File: config.mk
export PLATFORM = sky130hd
export DESIGN_NAME = dec_timer
export DESIGN_NICKNAME = d
export VERILOG_FILES = /design/src/rtl/dtm_pkg.sv /design/src/rtl/dtm_count_core.sv /design/src/rtl/dtm_irq_latch.sv /design/src/rtl/dec_timer.sv
export SDC_FILE = /design/constraint.sdc
export NUM_CORES = 1
export LEC_CHECK = 0
export BUFFER_PORTS_ARGS = -buffer_cell sky130_fd_sc_hd__buf_2
export CORE_MARGIN = 5
export CORE_UTILIZATION = 52
export DETAILED_ROUTE_END_ITERATION = 7
export GPL_TIMING_DRIVEN = 0
export PLACE_DENSITY = 0.81
export SETUP_SLACK_MARGIN = 0.02
export SYNTH_ARGS = -nofsm -noshare
export SYNTH_HDL_FRONTEND = slang
export SYNTH_SLANG_ARGS = --single-unit
File: constraint.sdc
create_clock -name clk -period 2.6 [get_ports clk]
set_input_delay 0.26 -clock clk [delete_from_list [all_inputs] [get_ports clk]]
set_output_delay 0.26 -clock clk [all_outputs]
set_load 0.005 [all_outputs]
File: src/rtl/dtm_pkg.sv
`timescale 1ns/1ps
package dtm_pkg;

    // Phase of the counter: whether it currently rests at zero.
    typedef enum logic {
        PH_LIVE = 1'b0,
        PH_HELD = 1'b1
    } phase_e;

    // Operation selected for this cycle.
    typedef enum logic [1:0] {
        OP_IDLE = 2'd0,
        OP_LOAD = 2'd1,
        OP_STEP = 2'd2,
        OP_PARK = 2'd3
    } op_e;

    // Interrupt latch state.
    typedef enum logic {
        IRQ_CLEAR = 1'b0,
        IRQ_PEND  = 1'b1
    } irq_e;

endpackage

File: src/rtl/dtm_count_core.sv
`timescale 1ns/1ps
module dtm_count_core
    import dtm_pkg::*;
#(
    parameter int unsigned CNT_W = 32
) (
    input  logic             clk,
    input  logic             rst_n,
    input  logic             mode_sign,
    input  logic             tick,
    input  logic             wr_en,
    input  logic [CNT_W-1:0] wr_data,
    output logic [CNT_W-1:0] count,
    output logic             evt
);

    localparam logic [CNT_W-1:0] CNT_ZERO = '0;
    localparam logic [CNT_W-1:0] CNT_ONE  = CNT_W'(1);

    phase_e           phase_q, phase_d;
    logic [CNT_W-1:0] count_q, count_d;
    op_e              op;

    // Operation select: a write wins over a tick.
    always_comb begin
        if (wr_en) begin
            op = OP_LOAD;
        end else if (tick) begin
            if (phase_q == PH_HELD && !mode_sign) begin
                op = OP_PARK;
            end else begin
                op = OP_STEP;
            end
        end else begin
            op = OP_IDLE;
        end
    end

    // Next count and next phase.
    always_comb begin
        count_d = count_q;
        phase_d = phase_q;
        unique case (op)
            OP_LOAD: begin
                count_d = wr_data;
                phase_d = (wr_data == CNT_ZERO) ? PH_HELD : PH_LIVE;
            end
            OP_STEP: begin
                count_d = count_q - CNT_ONE;
                phase_d = (count_q == CNT_ONE) ? PH_HELD : PH_LIVE;
            end
            OP_PARK: begin
                count_d = count_q;
                phase_d = PH_HELD;
            end
            OP_IDLE: begin
                count_d = count_q;
                phase_d = phase_q;
            end
            default: begin
                count_d = count_q;
                phase_d = phase_q;
            end
        endcase
    end

    // State register.
    always_ff @(posedge clk or negedge rst_n) begin
        if (!rst_n) begin
            phase_q <= PH_HELD;
            count_q <= CNT_ZERO;
        end else begin
            phase_q <= phase_d;
            count_q <= count_d;
        end
    end

    // Event detection: only a tick can produce an event.
    always_comb begin
        evt = 1'b0;
        if (op == OP_STEP) begin
            if (mode_sign) begin
                evt = (phase_q == PH_HELD);
            end else begin
                evt = (count_q == CNT_ONE);
            end
        end
    end

    assign count = count_q;

endmodule

File: src/rtl/dtm_irq_latch.sv
`timescale 1ns/1ps
module dtm_irq_latch
    import dtm_pkg::*;
(
    input  logic clk,
    input  logic rst_n,
    input  logic evt,
    input  logic clr,
    output logic irq
);

    irq_e st_q, st_d;

    // Next state: a new event wins over a clear.
    always_comb begin
        st_d = st_q;
        unique case (st_q)
            IRQ_CLEAR: st_d = evt ? IRQ_PEND : IRQ_CLEAR;
            IRQ_PEND:  st_d = (clr && !evt) ? IRQ_CLEAR : IRQ_PEND;
            default:   st_d = IRQ_CLEAR;
        endcase
    end

    always_ff @(posedge clk or negedge rst_n) begin
        if (!rst_n) begin
            st_q <= IRQ_CLEAR;
        end else begin
            st_q <= st_d;
        end
    end

    // Output process.
    always_comb begin
        irq = (st_q == IRQ_PEND);
    end

endmodule

File: src/rtl/dec_timer.sv
`timescale 1ns/1ps
module dec_timer #(
    parameter int unsigned CNT_W = 32
) (
    input  logic             clk,
    input  logic             rst_n,
    input  logic             mode_sign_i,
    input  logic             tick_i,
    input  logic             wr_en_i,
    input  logic [CNT_W-1:0] wr_data_i,
    input  logic             clr_i,
    output logic [CNT_W-1:0] count_o,
    output logic             irq_o
);

    logic evt;

    dtm_count_core #(
        .CNT_W (CNT_W)
    ) u_core (
        .clk       (clk),
        .rst_n     (rst_n),
        .mode_sign (mode_sign_i),
        .tick      (tick_i),
        .wr_en     (wr_en_i),
        .wr_data   (wr_data_i),
        .count     (count_o),
        .evt       (evt)
    );

    dtm_irq_latch u_latch (
        .clk   (clk),
        .rst_n (rst_n),
        .evt   (evt),
        .clr   (clr_i),
        .irq   (irq_o)
    );

endmodule

Word-level counts from Yosys, hierarchy flattened

Cells that the tools add are included.

Register bits after elaboration: 34
Bits in latches: 0
Memory bits (writable): 0
Bits in read-only memories: 0
Bits of input ports: 38
Output and inout bits: 33
Logic and storage cells: 28
Memories kept: 0

Add/sub/neg operators: 1
Multipliers: 0
Divide/modulo/power cells: 0
Magnitude comparators: 0
Equality and inequality tests: 4
Shifts and indexed selects: 0
Multiplexer cells: 12
Bitwise operators: 1
Reductions and logical operators: 7

Operators with widths:

| operator              | number |
|---|---|
| $pmux 32 s2           | 1 |
| $eq 32x1->1 const B   | 1 |
| $logic_not 32->1      | 1 |
| $sub 32x1->32 const B | 1 |
| $mux 1                | 7 |
| $eq 2x2->1 const B    | 2 |
| $mux 2                | 2 |
| $pmux 1 s3            | 1 |
| $eq 2x1->1 const B    | 1 |
| $logic_and 1x1->1     | 2 |
| $logic_not 1->1       | 2 |
| $logic_not 2->1       | 1 |
| $pmux 1 s2            | 1 |
| $reduce_or 2->1       | 1 |
| $not 1->1             | 1 |

Depth between registers and ports, before layout

Gate-level depths: netlist (run 1).

Depth after elaboration: 11
Gate-level depth with buffers: 8
Gate-level depth less buffers: 6

Cells and area by module

Synthesis (run 1) repeated with hierarchy kept, for this count alone.

Cells, all modules: 232
Area, all modules: 2039.5 µm²

Modules (own cells, without submodules):

| module         | instances | cells each | area each (µm²) | seq. area each (µm²) |
|---|---|---|---|---|
| dtm_count_core | 1         | 229        | 2003.2          | 827.0 |
| dtm_irq_latch  | 1         | 3          | 36.3            | 25.0 |

Least setup slack after synthesis (run 1)

Ideal clock, no wire load.

Path kind: register -> register
Start: register u_core.count_q[10] (netlist: u_core.count[10])
End: register u_core.count_q[24] (netlist: u_core.count[24])
Setup time: 82 ps
Arrival time: 2249 ps
Data required time: 2518 ps
Path slack: 269 ps
Stages on the path, launching flop included: 6
Path buffers: 1
Clock period less this slack: 2331 ps
Path through: dfrtp_1 -> or4_4 -> or4_1 -> buf_2 -> or4_1 -> a31oi_1

Word-level cells in the longest chain between the ends: 2

RTL lines:

| what                     | line                 | text |
|---|---|---|
| start: declaration       | dtm_count_core.sv:21 | `logic [CNT_W-1:0] count_q, count_d;` |
| start signal: assignment | dtm_count_core.sv:74 | `count_q <= count_d;` |
| $sub 32x1->32            | dtm_count_core.sv:49 | `count_d = count_q - CNT_ONE;` |
| $pmux 32 s2              | dtm_count_core.sv:43 | `unique case (op)` |

Every way passes these cells.
A chain may end at the register's enable or synchronous reset.

Final worst setup path (run 1)

Start: register u_core.count_q[8] (netlist: u_core.count[8])
End: register u_core.count_q[24] (netlist: u_core.count[24])

Same word-level chain as after synthesis.

==> metrics.log, run 1 <==
[metrics] run status: completed
[metrics] Period minus WS final: 2520 ps
[metrics] Netlist Area Pre-Place: 0.00236 mm^2
[metrics] CP peak stage delay: 580 ps
[metrics] data arrival time of the critical path: 2730 ps
[metrics] sort of element at the end of the critical path: register
[metrics] Most used DFF post-synth: dfrtp_1
[metrics] worst setup slack after placement: -154 ps
[metrics] number of iterations in the first detailed-routing pass: 5
[metrics] CTS Buffer Depth: 2
[metrics] cell-by-cell listing of the critical path: or4_4 -> or4_4 -> buf_6 -> or4_1 -> a31oi_1
[metrics] Max Clock Freq: 398 MHz
[metrics] Mean Syn Cell Area: 8.01 um^2
[metrics] # H-tree levels: 2
[metrics] Placed Cells incl. Taps: 417
[metrics] cell count after synthesis: 295
[metrics] total via count in the routed design: 2875
[metrics] post-synthesis xor/xnor area fraction: 1.48%
[metrics] Synth Register Bits: 34
[metrics] CTS hold repair buffers: 0
[metrics] worst hold slack: 29.3 ps
[metrics] number of port buffers: 70
[metrics] Initial Util: 53.9%
[metrics] fraction of synthesized area in multiplexers: 0%
[metrics] share of flip-flops with an asynchronous set or reset after synthesis: 100%
[metrics] maximum resistive drop on vdd: 379 uV
[metrics] nets in the synthesized netlist: 335
[metrics] number of nets in the layout: 414
[metrics] Worst R2R Setup Slack: 80 ps
[metrics] fraction of layout cells with a size suffix above 1: 25.3%
[metrics] worst max-slew margin expressed relative to the limit: 46.6%
[metrics] Die X-Extent: 77.4 um
[metrics] family of cells with the greatest summed delay on the critical path: simple AND/OR/NAND/NOR gates
[metrics] number of max-slew violations in the final report: 0
[metrics] compound-gate portion of the synthesized area: 19.5%
[metrics] die area: 0.00599 mm^2
[metrics] EDFF count, synth: 0
[metrics] number of routed nets with antenna violations: 0
[metrics] total overflow reported by the global router: 0
[metrics] top cells by area in the synthesized netlist: dfrtp_1 (35%), nor2_1 (4.8%), or4_1 (4.8%), nor4_1 (3.7%), nand3_1 (3.6%)
[metrics] Pwr per Cell Area: 500 mW/mm^2
[metrics] number of antenna diodes: 0
[metrics] beginning of the critical path: u_core.count[8]$_DFFE_PN0N_
[metrics] clock tree from TritonCTS: built
[metrics] DR vias/cell: 6.73
[metrics] most area-hungry cell type in the Yosys netlist: dfrtp_1
[metrics] total number of placement rows: 24
[metrics] standard cell area after detailed placement: 0.00278 mm^2
[metrics] setup violation total in the final timing report: 0
[metrics] Worst Path Class, Setup: reg -> reg
[metrics] area growth from synthesis to layout: 24.5%
[metrics] total CTS buffers: 5
[metrics] Startpoint Class: register
[metrics] DRT Wirelength: 8560 um
[metrics] total routing resource utilization after global routing: 27.4%
[metrics] detailed placer's ending HPWL: 5990 um
[metrics] fin worst setup slack: 85.0 ps
[metrics] Util after Layout: 67.1%
[metrics] Hold Fails Final Rpt: 0
[metrics] area share of the leading cell type in the synthesized netlist: 34.9%
[metrics] Max Fanout on Critical Path: 9
[metrics] number of top-level design ports: 71
[metrics] non-filler instance count after layout: 427
[metrics] via count of the first global-routing pass: 2722
[metrics] cell leakage power: 1.15 nW
[metrics] setup_tns: 0 ps
[metrics] buffers and inverters on the worst path: 1
[metrics] CTS Root Cell: clkbuf_8
[metrics] Wirelength per Cell: 20.0 um
[metrics] share of the clock period used by the worst path after layout: 96.7%
[metrics] total power draw: 1.47 mW
[metrics] adder and majority gate portion of the synthesized area: 1.06%
[metrics] antenna violations before repair: 0
[metrics] area of the core: 0.00438 mm^2
[metrics] worst setup skew after layout: 9.29 ps
[metrics] slowest cell on the critical path: or4_4
[metrics] Hold Crit Class: in -> async
[metrics] detailed router's first-iteration violation count: 472
[metrics] required time at the worst-slack endpoint: 2810 ps
[metrics] combinational family with the most area after synthesis: simple AND/OR/NAND/NOR gates
[metrics] maximum capacitance violations: 0
[metrics] clock sink total: 34
[metrics] fraction of the yosys area taken by sequential cells: 36.1%
[metrics] dominant cell type by count on the critical path: or4_4
[metrics] clock latency on the worst-skew pair: 310 ps
[metrics] transition time of the tightest slew-check pin: 801 ps
[metrics] final instance area: 0.00294 mm^2
[metrics] setup repair after global routing missed its margin: false
[metrics] Yosys warnings: 0
[metrics] Die Ht: 77.4 um
[metrics] gpl congestion: 0.929
[metrics] post-CTS clock slew at the launch and capture registers of the worst setup and hold paths: 80 ps
[metrics] post-route DRC violation count: 0
[metrics] reg-to-reg critical path startpoint: u_core.count[8]$_DFFE_PN0N_
[metrics] first-pass GRT wire length: 13200 um
[metrics] synthesized-area fraction occupied by and/or/nand/nor cells: 36.9%
[metrics] number of distinct library cell variants in the gate-level netlist after synthesis: 48
[metrics] maximum number of pins on one net before global-route repair: 35
[area by class of cell]
class	count	area [um^2]
inverter	9	33.8
clock buffer	8	110
multi-input combinational	230	1420
timing repair buffer	72	365
sequential	34	853
fill	391	1440
tap	52	65.1
buffer	22	93.8
[cells in the final DEF, fill, tap and decap left out, types with 3 or more instances in the layout]
master	n
o41ai_1	4
nor2_1	30
o311ai_0	3
buf_2	70
or4_1	14
a31oi_1	12
o31ai_1	10
a311oi_1	3
dfrtp_1	32
nand4_1	12
o211ai_1	5
nor4_1	13
a21oi_1	6
o21ai_0	9
a311o_1	3
or3_1	10
clkbuf_8	8
nand2_1	21
clkbuf_2	3
nand3_1	17
nor3_1	15
nand2b_1	4
clkbuf_1	16
inv_1	8
nor2b_1	6
[routing by layer]
layer  vias up  part of all wire [%]  GRT usage [%]  wire (um)
met1      1361                    39           35.3       3340
met3        28                    12           7.52       1020
met4         0                   3.0           9.79        255
met2       185                    46           44.1       3940
met5         -                     0              0          0
li1       1301                     -              -          -
[worst paths after layout]
kind / endpoint / cells past startpoint
max: u_core.count[24]$_DFFE_PN0N_ / 5
max in group asynchronous: u_core.count[8]$_DFFE_PN0N_ / 1
min in group clk: u_core.count[1]$_DFFE_PN0N_ / 2
min reg2reg: u_core.phase_q$_DFFE_PN1P_ / 2
min: u_core.count[18]$_DFFE_PN0N_ / 1
max reg2reg: u_core.count[24]$_DFFE_PN0N_ / 5
[repair_timing]
item,4_1_cts,5_1_grt
cloned,0,0
endpoints found under the setup margin,10,14
buffers inserted,0,2
pin swaps,0,2
gates resized for setup,1,14
[report_power, final]
group	internal (mW)	switching (mW)	total [mW]	leakage [nW]
logic	0.141	0.191	0.332	0.707
registers	0.578	0.0803	0.658	0.386
clock network	0.268	0.213	0.481	0.0575
[state kept, by name (all words and copies together), names as in the netlist]
register        count
u_core.phase_q      1
u_latch.irq         1
u_core.count       32
[Yosys cell counts (4+ instances only)]
cell and instances:
inv_1 8, o41ai_1 4, nand4_1 12, clkbuf_1 19, nor2_1 30, dfrtp_1 33, nand2_1 21, or3_1 10
or4_1 15, nor2b_1 6, nand2b_1 4, o211ai_1 5, nand3_1 17, o31ai_1 11, nor4_1 14, a21oi_1 6
o21ai_0 9, a31oi_1 12, nor3_1 16
[kinds of logic (layout without fill, tap and decap cells)]
group | count (synthesis) | in the layout
adders and majority gates | 2 | 2
DFF | 34 | 34
and+or+nand+nor | 159 | 159
xor gates and xnor gates | 4 | 4
AOI/OAI and AO/OA | 65 | 65
buffers and inverters | 31 | 111
No activity file was read; power rests on OpenSTA's default activity.
==> run 2, diff against run 1 <==
CORE_ASPECT_RATIO = 0.5   (was unset)
==> metrics.log, run 2 (synthesis gave the netlist of run 1 again) <==
[metrics] run status: completed
[metrics] sort of element at the end of the critical path: register
[metrics] total net switching power: 0.490 mW
[metrics] fraction of layout cells with a size suffix above 1: 23.5%
[metrics] max FFs per register: 32
[metrics] slowest cell on the critical path: nor4_1
[metrics] Util after Layout: 65.7%
[metrics] number of top-level design ports: 71
[metrics] commonest cells after routing, fill and taps aside: buf_2 (72), dfrtp_1 (32), nor2_1 (30)
[metrics] DR vias/cell: 6.71
[metrics] Worst Path Class, Setup: reg -> reg
[metrics] final instance area: 0.00289 mm^2
[metrics] total CTS buffers: 5
[metrics] internal power: 0.907 mW
[metrics] most common cell after layout, fill and taps aside: buf_2
[metrics] cell-by-cell listing of the critical path: or3_1 -> clkbuf_1 -> nor4_1 -> a21oi_1 -> a211o_1
[metrics] area growth from synthesis to layout: 22.4%
[metrics] DRT Wirelength: 8900 um
[metrics] setup violation total in the final timing report: 0
[metrics] number of nets in the layout: 413
[metrics] die area: 0.00608 mm^2
[metrics] Clk pwr share: 29.0%
[metrics] combinational share of power: 23.7%
[metrics] worst setup skew after layout: 5.32 ps
[metrics] Max Clock Freq: 404 MHz
[metrics] data arrival time of the critical path: 2650 ps
[metrics] via count of the first global-routing pass: 2766
[metrics] Pwr per Cell Area: 483 mW/mm^2
[metrics] cell leakage power: 1.12 nW
[metrics] maximum resistive drop on vdd: 326 uV
[metrics] area of the core: 0.00440 mm^2
[metrics] number of routed nets with antenna violations: 0
[metrics] Hold Fails Final Rpt: 0
[metrics] filler instances: 378
[metrics] maximum capacitance violations: 0
[metrics] total overflow reported by the global router: 0
[metrics] Storage cell area: 853 um^2
[metrics] required time at the worst-slack endpoint: 2780 ps
[metrics] clock latency on the worst-skew pair: 290 ps
[metrics] total number of placement rows: 17
[metrics] number of max-slew violations in the final report: 0
[metrics] post-route DRC violation count: 0
[metrics] total routing resource utilization after global routing: 29.9%
[metrics] Initial Util: 53.7%
[metrics] post-CTS clock slew at the launch and capture registers of the worst setup and hold paths: 80 ps
[metrics] switching share of total power: 35.1%
[metrics] share of power burned in registers: 47.2%
[metrics] Startpoint Class: register
[metrics] worst max-slew margin expressed relative to the limit: 39.0%
[metrics] Wirelength per Cell: 20.6 um
[metrics] antenna violations before repair: 0
[metrics] detailed router's first-iteration violation count: 347
[metrics] CTS Buffer Depth: 2
[metrics] reg2reg path depth: 5
[metrics] # H-tree levels: 2
[metrics] area of the multi-input gates: 0.00141 mm^2
[metrics] Die X-Extent: 105 um
[metrics] Period minus WS final: 2470 ps
[metrics] total via count in the routed design: 2891
[metrics] Die Ht: 57.7 um
[metrics] worst setup slack after placement: -349 ps
[metrics] standard cell area after detailed placement: 0.00279 mm^2
[metrics] clock tree from TritonCTS: built
[metrics] Max Fanout on Critical Path: 10
[metrics] number of antenna diodes: 0
[metrics] fin worst setup slack: 126 ps
[metrics] maximum number of pins on one net before global-route repair: 35
[metrics] number of port buffers: 70
[metrics] CP peak stage delay: 730 ps
[metrics] clock sink total: 34
[metrics] Hold Crit Class: in -> async
[metrics] detailed placer's ending HPWL: 6500 um
[metrics] gpl congestion: 1.03
[metrics] number of iterations in the first detailed-routing pass: 5
[metrics] setup repair after global routing missed its margin: false
[metrics] share of the clock period used by the worst path after layout: 95.2%
[metrics] transition time of the tightest slew-check pin: 906 ps
[metrics] CTS Root Cell: clkbuf_8
[metrics] first-pass GRT wire length: 14200 um
## run 2: stage by stage
stage / std cells / hold slack (ps) / setup TNS, ps / power (mW)
5_1_grt: 431 / 113 / 0 / 1.47
3_5_place_dp: 422 / 390 / -2470 / 0.984
6_report: 431 / 55.0 / 0 / 1.40
4_1_cts: 430 / 84.7 / 0 / 1.38
2_1_floorplan: 295 / -35.6 / 0 / 0.818
3_3_place_gp: 422 / 390 / -1900 / 0.972
## run 2: layer usage
| layer | GRT usage, % | up-vias | share of wire [%] | routed length, um |
|---|---|---|---|---|
| li1 | - | 1301 | - | - |
| met1 | 43.8 | 1335 | 44 | 3890 |
| met2 | 41.5 | 226 | 40 | 3590 |
| met3 | 9.90 | 29 | 14 | 1240 |
| met4 | 9.53 | 0 | 2.0 | 174 |
| met5 | 0 | - | 0 | 0 |
## run 2: final timing paths
kind | start | end | slack (ps)
worst max-delay path | u_core.count[4]$_DFFE_PN0N_ | u_core.count[30]$_DFFE_PN0N_ | 130
worst min-delay path | rst_n | u_core.count[12]$_DFFE_PN0N_ | 60
worst max register to register | u_core.count[4]$_DFFE_PN0N_ | u_core.count[30]$_DFFE_PN0N_ | 130
worst min register to register | u_core.phase_q$_DFFE_PN1P_ | u_core.phase_q$_DFFE_PN1P_ | 570
max in group asynchronous | rst_n | u_core.count[8]$_DFFE_PN0N_ | 1990
min in group clk | wr_data_i[4] | u_core.count[4]$_DFFE_PN0N_ | 190
## run 2: cell type report
cell class | count | share of cell area (%)
multi-input cells | 230 | 48.7
flip-flops and latches | 34 | 29.5
repair buffers | 71 | 12.4
plain buffers | 22 | 2.98
clock buffers | 8 | 2.77
well taps | 57 | 2.47
inverters | 9 | 1.17
## run 2: critical path, delay by kind of cell, from the launching register on
kind | cells | cell delay [ps]
buf+inv | 1 | 300
flops | 1 | 470
simple gates | 2 | 1180
compound gates | 2 | 420
## run 2: power groups by stage
stage	Clock (mW)	Sequential, mW	Combinational (mW)
after global routing	0.430	0.671	0.366
after floorplan	0	0.650	0.167
after CTS	0.399	0.655	0.324
after detailed placement	0	0.662	0.321
final	0.406	0.660	0.331
after global placement	0	0.657	0.315
## run 2: repair_timing
action / in CTS / in global routing
hold buffers: 0 / 0
setup endpoints to repair: 13 / 14
gates resized for setup: 2 / 7
pin swaps: 0 / 1
buffers inserted: 0 / 1
==> run 3, diff against run 2 <==
ABC_AREA = 1   (was unset)
CORE_UTILIZATION = 54   (was 52)
CTS_CLUSTER_SIZE = 16   (was unset)
==> metrics.log, run 3 <==
[metrics] Placed Cells incl. Taps: 593
[metrics] Hold Crit Class: in -> async
[metrics] DRT Wirelength: 9400 um
[metrics] total overflow reported by the global router: 0
[metrics] area of the core: 0.00498 mm^2
[metrics] global-route track usage on met2: 42.5%
[metrics] worst setup skew after layout: 8.06 ps
[metrics] switching share of total power: 36.6%
[metrics] number of routed nets with antenna violations: 0
[metrics] clock sink total: 34
[metrics] total via count in the routed design: 3338
[metrics] fraction of layout cells with a size suffix above 1: 21.5%
[metrics] cell count after synthesis: 454
[metrics] Netlist Area Pre-Place: 0.00280 mm^2
[metrics] number of port buffers: 69
[metrics] number of gates given a new drive strength after cts: 0
[metrics] number of distinct library cell variants in the gate-level netlist after synthesis: 35
[metrics] Worst Path Class, Setup: reg -> reg
[metrics] EDFF count, synth: 0
[metrics] worst max-slew margin expressed relative to the limit: 45.2%
[metrics] count of buffers added by post-CTS timing repair for setup: 0
[metrics] first-pass GRT wire length: 14800 um
[metrics] detailed router's first-iteration violation count: 440
[metrics] total number of placement rows: 18
[metrics] share of the clock period used by the worst path after layout: 72.0%
[metrics] Pwr per Cell Area: 497 mW/mm^2
[metrics] number of nets in the layout: 570
[metrics] Period minus WS final: 1870 ps
[metrics] area growth from synthesis to layout: 19.4%
[metrics] non-filler instance count after layout: 601
[metrics] required time at the worst-slack endpoint: 2790 ps
[metrics] number of top-level design ports: 71
[metrics] antenna violations before repair: 0
[metrics] sort of element at the end of the critical path: register
[metrics] via count of the first global-routing pass: 3009
[metrics] number of antenna diodes: 0
[metrics] transition time of the tightest slew-check pin: 822 ps
[metrics] clock latency on the worst-skew pair: 300 ps
[metrics] CTS hold repair buffers: 0
[metrics] total CTS buffers: 5
[metrics] Yosys warnings: 0
[metrics] share of flip-flops with an asynchronous set or reset after synthesis: 100%
[metrics] detailed placer's ending HPWL: 7310 um
[metrics] post-route DRC violation count: 0
[metrics] max FFs per register: 32
[metrics] maximum number of pins on one net before global-route repair: 35
[metrics] setup_tns: 0 ps
[metrics] share of power burned in registers: 41.6%
[metrics] commonest cells after routing, fill and taps aside: nand2_1 (126), nor2_1 (92), buf_2 (75)
[metrics] CTS Root Cell: clkbuf_8
[metrics] final instance area: 0.00334 mm^2
[metrics] worst setup slack after placement: 812 ps
[metrics] filler instances: 493
[metrics] top cells by area in the synthesized netlist: dfrtp_1 (30%), nand2_1 (17%), nor2_1 (12%), inv_1 (7.5%), nand3_1 (6.4%)
[metrics] gpl congestion: 0.957
[metrics] total routing resource utilization after global routing: 28.2%
[metrics] maximum resistive drop on vdd: 289 uV
[metrics] standard cell area after detailed placement: 0.00323 mm^2
[metrics] commonest cells in the synthesized netlist: nand2_1 (126), nor2_1 (92), inv_1 (56), nand3_1 (36), dfrtp_1 (33)
[metrics] cell with the most instances after synthesis: nand2_1
[metrics] run status: completed
[metrics] Synth Register Bits: 34
[metrics] Die Ht: 60.9 um
[metrics] Startpoint Class: register
[metrics] clock tree from TritonCTS: built
[metrics] number of max-slew violations in the final report: 0
[metrics] combinational share of power: 28.3%
[metrics] DR vias/cell: 5.55
[metrics] data arrival time of the critical path: 2060 ps
[metrics] setup violation total in the final timing report: 0
[metrics] Max Fanout on Critical Path: 5
[metrics] fraction of met1 tracks used by global routing: 40.9%
[metrics] number of iterations in the first detailed-routing pass: 7
[metrics] Initial Util: 56.2%
[metrics] fin worst setup slack: 729 ps
[metrics] setup repair after global routing missed its margin: false
[metrics] Hold Fails Final Rpt: 0
[metrics] area share of the leading cell type in the synthesized netlist: 29.5%
[metrics] maximum capacitance violations: 0
[metrics] Die X-Extent: 112 um
[metrics] Mean Syn Cell Area: 6.16 um^2
[metrics] Wirelength per Cell: 15.6 um
[metrics] die area: 0.00681 mm^2
[metrics] fraction of the yosys area taken by sequential cells: 30.5%
[metrics] cell leakage power: 1.68 nW
[metrics] # H-tree levels: 2
[metrics] most area-hungry cell type in the Yosys netlist: dfrtp_1
[metrics] Max Clock Freq: 534 MHz
[metrics] most common cell after layout, fill and taps aside: nand2_1
[metrics] post-CTS clock slew at the launch and capture registers of the worst setup and hold paths: 80 ps
[metrics] Most used DFF post-synth: dfrtp_1
[metrics] Most Used Layer, Global Route: met2
[metrics] total net switching power: 0.608 mW
[metrics] CTS Buffer Depth: 2
[metrics] met3 Use GR: 7.67%
[metrics] Clk pwr share: 30.1%
[metrics] internal power: 1.05 mW
[metrics] nets in the synthesized netlist: 494
-- run 3: through the flow --
step                      power [mW]  hold WS [ps]  util, %
after floorplan                0.955         -35.6        -
after global placement          1.15           387     64.9
after detailed placement        1.16           390     64.9
after CTS                       1.65          73.2     67.1
after global routing            1.75           124     67.1
final                           1.66          51.6     67.1
-- run 3: worst paths after layout --
check / start / cells after the start / end / slack, ps
setup / recovery: u_core.count[0]$_DFFE_PN0N_ / 9 / u_core.count[24]$_DFFE_PN0N_ / 730
hold / removal: rst_n / 1 / u_core.count[1]$_DFFE_PN0N_ / 50
setup reg to reg: u_core.count[0]$_DFFE_PN0N_ / 9 / u_core.count[24]$_DFFE_PN0N_ / 730
hold reg to reg: u_core.phase_q$_DFFE_PN1P_ / 2 / u_core.phase_q$_DFFE_PN1P_ / 520
max in group asynchronous: rst_n / 1 / u_core.count[20]$_DFFE_PN0N_ / 2020
min in group clk: clr_i / 2 / u_latch.irq$_DFF_PN0_ / 150
-- run 3: cell type report --
type	instances	area [um^2]	area share, %
Clock inverter	3	40.0	1.20
Multi-Input combinational cell	348	1640	49.0
Sequential cell	34	852	25.5
Timing Repair Buffer	69	345	10.3
Clock buffer	5	68.8	2.06
Inverter	61	234	7.01
Tap cell	70	87.6	2.62
Buffer	11	75.1	2.25
-- run 3: cells by family after synthesis --
family | after synthesis | synth area share (%)
buf+inv | 72 | 11.0
compound gates | 59 | 13.1
simple gates | 285 | 43.8
flops | 34 | 30.5
xor+xnor | 2 | 0.626
fa+ha+maj | 2 | 0.894
-- run 3: power groups by stage --
stage | Clock, mW | Sequential [mW] | Combinational [mW]
2_1_floorplan | 0 | 0.682 | 0.274
3_3_place_gp | 0 | 0.696 | 0.451
3_5_place_dp | 0 | 0.695 | 0.461
4_1_cts | 0.499 | 0.686 | 0.463
5_1_grt | 0.521 | 0.701 | 0.524
6_report | 0.499 | 0.691 | 0.469
-- run 3: metal layers --
metal  up-vias  routed length [um]
li1       1602                   -
met1      1511                4240
met2       209                3860
met3        16                1210
met4         0                  82
met5         -                   0
-- run 3: critical path, stage by stage (launching register included) --
cell and delay (ps):
dfrtp_1 440, inv_1 110, ha_1 220, nand2_2 130
nor2_1 410, nand3_1 140, nand2_1 70, nand3_1 120
nand2_1 90, nand2_1 40
